--- config.mk ---
export PLATFORM = sky130hd
export DESIGN_NAME = shift_add_mult
export DESIGN_NICKNAME = d
export VERILOG_FILES = /design/src/rtl/shmul_pkg.sv /design/src/rtl/shmul_adder.sv /design/src/rtl/shmul_datapath.sv /design/src/rtl/shmul_ctrl.sv /design/src/rtl/shift_add_mult.sv
export SDC_FILE = /design/constraint.sdc
export NUM_CORES = 1
export LEC_CHECK = 0
export BUFFER_PORTS_ARGS = -buffer_cell sky130_fd_sc_hd__buf_2
export CORE_ASPECT_RATIO = 0.7
export CORE_MARGIN = 2
export CORE_UTILIZATION = 35
export CTS_CLUSTER_DIAMETER = 80
export DETAILED_ROUTE_END_ITERATION = 16
export HOLD_SLACK_MARGIN = 0.1
export PLACE_DENSITY = 0.54
export SLEW_MARGIN = 5
export SYNTH_ARGS = -nofsm -noshare
export SYNTH_HDL_FRONTEND = slang
export SYNTH_SLANG_ARGS = --single-unit
--- constraint.sdc ---
create_clock -name clk -period 7.8 [get_ports clk]
set_input_delay 0 -clock clk [delete_from_list [all_inputs] [get_ports clk]]
set_output_delay 0 -clock clk [all_outputs]
set_load 0.01 [all_outputs]
--- src/rtl/shmul_pkg.sv ---
package shmul_pkg;

    typedef enum logic [1:0] {
        ST_IDLE = 2'd0,
        ST_RUN  = 2'd1,
        ST_DONE = 2'd2
    } shmul_state_e;

endpackage

--- src/rtl/shmul_adder.sv ---
// Ripple-carry adder built from one full-adder cell per bit.
module shmul_adder #(
    parameter int WIDTH = 8
) (
    input  logic [WIDTH-1:0] x,
    input  logic [WIDTH-1:0] y,
    output logic [WIDTH-1:0] sum,
    output logic             cout
);

    logic [WIDTH:0] cy;

    assign cy[0] = 1'b0;

    for (genvar i = 0; i < WIDTH; i++) begin : g_cell
        logic gen_b;
        logic prop_b;
        assign gen_b     = x[i] & y[i];
        assign prop_b    = x[i] ^ y[i];
        assign sum[i]    = prop_b ^ cy[i];
        assign cy[i+1]   = gen_b | (prop_b & cy[i]);
    end

    assign cout = cy[WIDTH];

endmodule

--- src/rtl/shmul_datapath.sv ---
// Multiplicand register plus combined high/low accumulator shifting right.
module shmul_datapath #(
    parameter int WIDTH = 8
) (
    input  logic               clk,
    input  logic               rst_n,
    input  logic               load,
    input  logic               step,
    input  logic [WIDTH-1:0]   mcand_in,
    input  logic [WIDTH-1:0]   mplier_in,
    output logic [2*WIDTH-1:0] acc_out
);

    localparam int PW = 2 * WIDTH;

    logic [WIDTH-1:0] mcand_q;
    logic [WIDTH-1:0] hi_q;
    logic [WIDTH-1:0] lo_q;
    logic [WIDTH-1:0] addend;
    logic [WIDTH-1:0] sum;
    logic             carry;

    // Add/no-add select driven by the current low multiplier bit.
    assign addend = lo_q[0] ? mcand_q : '0;

    shmul_adder #(.WIDTH(WIDTH)) u_adder (
        .x    (hi_q),
        .y    (addend),
        .sum  (sum),
        .cout (carry)
    );

    always_ff @(posedge clk) begin
        if (!rst_n) begin
            mcand_q <= '0;
            hi_q    <= '0;
            lo_q    <= '0;
        end else if (load) begin
            mcand_q <= mcand_in;
            hi_q    <= '0;
            lo_q    <= mplier_in;
        end else if (step) begin
            // {carry, sum, lo} moves right one place; lo[0] is dropped.
            hi_q <= {carry, sum[WIDTH-1:1]};
            lo_q <= {sum[0], lo_q[WIDTH-1:1]};
        end
    end

    assign acc_out = PW'({hi_q, lo_q});

endmodule

--- src/rtl/shmul_ctrl.sv ---
// Sequencer: accepts a request, issues WIDTH steps, then pulses done.
module shmul_ctrl
    import shmul_pkg::*;
#(
    parameter int WIDTH = 8
) (
    input  logic clk,
    input  logic rst_n,
    input  logic start,
    output logic load,
    output logic step,
    output logic busy,
    output logic done
);

    localparam int CNT_W = (WIDTH > 2) ? $clog2(WIDTH) : 1;
    localparam logic [CNT_W-1:0] LAST = CNT_W'(WIDTH - 1);

    shmul_state_e state_q, state_d;
    logic [CNT_W-1:0] cnt_q;

    // State register and step counter.
    always_ff @(posedge clk) begin
        if (!rst_n) begin
            state_q <= ST_IDLE;
            cnt_q   <= '0;
        end else begin
            state_q <= state_d;
            if (state_q == ST_RUN) begin
                cnt_q <= cnt_q + 1'b1;
            end else begin
                cnt_q <= '0;
            end
        end
    end

    // Next-state selection.
    always_comb begin
        state_d = state_q;
        unique case (state_q)
            ST_IDLE: if (start) state_d = ST_RUN;
            ST_RUN:  if (cnt_q == LAST) state_d = ST_DONE;
            ST_DONE: state_d = ST_IDLE;
            default: state_d = ST_IDLE;
        endcase
    end

    // Outputs decoded from the present state.
    always_comb begin
        load = 1'b0;
        step = 1'b0;
        busy = 1'b0;
        done = 1'b0;
        unique case (state_q)
            ST_IDLE: load = start;
            ST_RUN: begin
                step = 1'b1;
                busy = 1'b1;
            end
            ST_DONE: begin
                busy = 1'b1;
                done = 1'b1;
            end
            default: ;
        endcase
    end

endmodule

--- src/rtl/shift_add_mult.sv ---
module shift_add_mult #(
    parameter int WIDTH = 8
) (
    input  logic                 clk,
    input  logic                 rst_n,
    input  logic                 start,
    input  logic [WIDTH-1:0]     a,
    input  logic [WIDTH-1:0]     b,
    output logic                 busy,
    output logic                 done,
    output logic [2*WIDTH-1:0]   product
);

    logic load;
    logic step;

    shmul_ctrl #(.WIDTH(WIDTH)) u_ctrl (
        .clk   (clk),
        .rst_n (rst_n),
        .start (start),
        .load  (load),
        .step  (step),
        .busy  (busy),
        .done  (done)
    );

    shmul_datapath #(.WIDTH(WIDTH)) u_dp (
        .clk       (clk),
        .rst_n     (rst_n),
        .load      (load),
        .step      (step),
        .mcand_in  (a),
        .mplier_in (b),
        .acc_out   (product)
    );

endmodule

==> summary.txt <==
Place
  – GPL Wtd Cong: approximately 0.74
  – Placed Instances: between 200 and 250
  – HPWL after DPL: 1.958 mm
  – IO Port Bufs: 36
  – Pre-CTS setup slack: between 3 and 4 ns

Detailed routing
  – Pre-antenna DRT Iters: 4
  – DR vias/cell: ~4.5
  – Final ANT Viol Nets: 0
  – Routed len/inst: 11.61 µm
  – Remaining DRCs: 0
  – Via count: about 1.1k
  – Initial DRC Count: 65
  – Final WL: ~2.9 mm

Clocking
  – CTS tree: done
  – Post-CTS Setup Bufs: 0
  – Worst-Skew Late Latency: roughly 0.27 ns
  – Clock Tree Buf Depth: 2
  – CTS clk-pin slew, worst paths: 0.06 ns
  – H-tree levels: 2
  – CTS Buf Count: 5
  – Clk sinks: 29
  – Clock root buffer master: clkbuf_8

Global routing
  – First-pass GRT wire length: between 4 and 5 mm
  – Total global routing overflow: 0
  – Gr usage total: 0.1415
  – Initial antenna violation count: 0
  – Vias in the first global route: 1108
  – Largest net degree at the start of global routing: 26

Power and ir drop
  – Design Power: about 0.43 mW
  – PD cells: around 230 nW/µm²
  – Leakage: around 0.86 nW
  – Peak VDD IR: approximately 0.16 mV

Worst setup path
  – CP most frequent cell: fa_1
  – Worst-path maximum fanout: 10
  – CP Buf/Inv Count: 1
  – Crit start category: flop
  – Crit-path cells: and2_1 -> ha_1 -> fa_1 -> fa_1 -> fa_1 -> fa_1 -> fa_1 -> fa_1 -> inv_1 -> fa_1 -> a211oi_1
  – Critical path capture point type: flop
  – Cell family with most CP delay: adder cells
  – Critical-path top delay cell: fa_1
  – Crit path required time: 7.99 ns
  – R2R depth: 11
  – Crit path DAT: 4.00 ns
  – CP peak stage delay: 0.40 ns
  – Setup CP Type: flop to flop
  – Levels on crit path: 11

Die
  – DIE AREA: approximately 4600 µm²
  – I/O pin count: 37
  – Initial Util: 0.3623
  – Die height: 57.15 µm
  – Num rows: 19
  – Core Area: 3899 µm²
  – Die width: about 80 µm

Timing
  – Worst-margin pin slew: 1.135 ns
  – Pins over their slew limit: 0
  – RSZ-0062 raised after global routing: false
  – Final setup viols: 0
  – Clock Skews: roughly 0.0069 ns
  – Final hold viol count: 0
  – Maximum clock rate: ~260 MHz
  – Tmin final: around 3.8 ns
  – Post-route setup slack: around 4 ns
  – Sum Neg Setup Slack: 0 ns
  – Post-route clock period utilization: 0.4884
  – Max-slew headroom: 0.2435

Synth
  – Post-synthesis sequential area ratio: 0.4110
  – Synth Instances: between 100 and 150
  – Mapped Area: around 1400 µm²
  – Syn_nets: between 150 and 200
  – Unique cell type count in the Yosys netlist: 22
  – Avg Inst Size Synth: around 9.9 µm²
  – Post-synth top area cell: dfxtp_1
  – Yosys reg bits: 29
  – Ranking of synthesized cells by area: dfxtp_1 41%, mux2i_1 11%, fa_1 9.9%
  – Post-synth top area share: 0.4110
  – Synth warn: 0

Worst hold path
  – Cell depth of the worst hold path: 3
  – Worst hold path type: input pin to flop

Final layout
  – Final net count: about 230
  – Area Overhead vs Synth: 30.91%
  – Finished Layout Cells: about 250
  – Number of fill cells in the layout: ~400
  – N_diodes: 0
  – Share of layout cells above drive strength 1: 0.2371

Outcome
  – Status: completed

Run
  – Maxcap violations: 0
[final timing paths]
kind                            slack [ns]                 to       startpoint
worst min register to register        0.42    u_ctrl.cnt_q[0]  u_ctrl.cnt_q[0]
worst min-delay path                  0.15  u_ctrl.state_q[1]            start
worst max-delay path                  3.99       u_dp.hi_q[6]     u_dp.lo_q[0]
worst max register to register        3.99       u_dp.hi_q[6]     u_dp.lo_q[0]
[per-stage QoR]
step           utilization  cell area [µm²]  hold slack, ns
4_1_cts             0.4743             1849          0.1379
3_3_place_gp        0.4073             1588          0.2456
3_5_place_dp        0.4073             1588          0.2501
5_1_grt             0.4743             1849          0.1653
2_1_floorplan            -             1413          0.1348
6_report            0.4743             1849          0.1464
[layout by cell type, fill, tap and decap left out]
cell           instances
o211a_1                1
dlygate4sd3_1         16
a21oi_1                9
a21boi_1               8
ha_1                   7
mux2i_1               15
a211oi_1               2
nor2_1                 9
fa_1                   7
clkbuf_8               7
o21ai_1                8
inv_1                  5
and3_1                 2
nand2_1               20
nor2b_1                1
clkinv_2               1
dfxtp_1               29
nand2_2                2
and2_1                 8
o21ai_0                1
buf_2                 36
[flip-flops by register name (all words and copies together), names as in the netlist]
name / cells
u_dp.lo_q: 8
u_ctrl.state_q: 2
u_dp.mcand_q: 8
u_ctrl.cnt_q: 3
u_dp.hi_q: 8
[layer usage]
layer,vias to the layer above,track usage,share of wire
met5,-,0,0
met3,5,0.04272,0.051
met1,515,0.1815,0.48
met4,0,0.06538,0.013
li1,572,-,-
met2,24,0.2202,0.46
[power by group]
group | total (mW) | switching (mW) | leakage (nW) | internal (mW)
Combinational | 0.118 | 0.0650 | 0.565 | 0.0531
Clock | 0.135 | 0.0554 | 0.0542 | 0.0796
Sequential | 0.181 | 0.0140 | 0.237 | 0.167
[cells by family after synthesis]
group           after synthesis  share of synthesized area
fa+ha+maj                    14                     0.1612
mux                          15                     0.1063
flops                        29                     0.4110
simple gates                 42                     0.1346
compound gates               29                     0.1240
buf+inv                      13                    0.06289
[worst min-delay path, cell delays in order]
cell     delay, ns
buf_2         0.11
nor2b_1       0.06
o211a_1       0.21
[final cells by class]
cell class              instances  area (µm²)  share of cell area
multi-input cells             100       743.2              0.4019
flip-flops and latches         29       580.6              0.3139
repair buffers                 52       340.3              0.1840
clock buffers                   7       96.34             0.05210
well taps                      52       65.06             0.03518
inverters                       5       18.77             0.01015
clock inverters                 1       5.005            0.002706
[synth_stat cells]
cell and n:
and2_1 8, o21ai_0 1, nand2_1 20, inv_1 5, o211a_1 1, buf_12 1, mux2i_1 15, a21oi_1 9
a21boi_1 8, buf_6 2, nand2_2 2, a211oi_1 2, dfxtp_1 29, and3_1 2, clkbuf_2 2, nor2_1 9
buf_4 1, nor2b_1 1, fa_1 7, buf_2 2, o21ai_1 8, ha_1 7
[what timing repair did]
item                      in CTS  in global routing
hold endpoints to repair      16                  0
gates resized for setup        0                  0
hold buffers                  16                  0
Note: power is estimated with default switching activity, not from simulation.
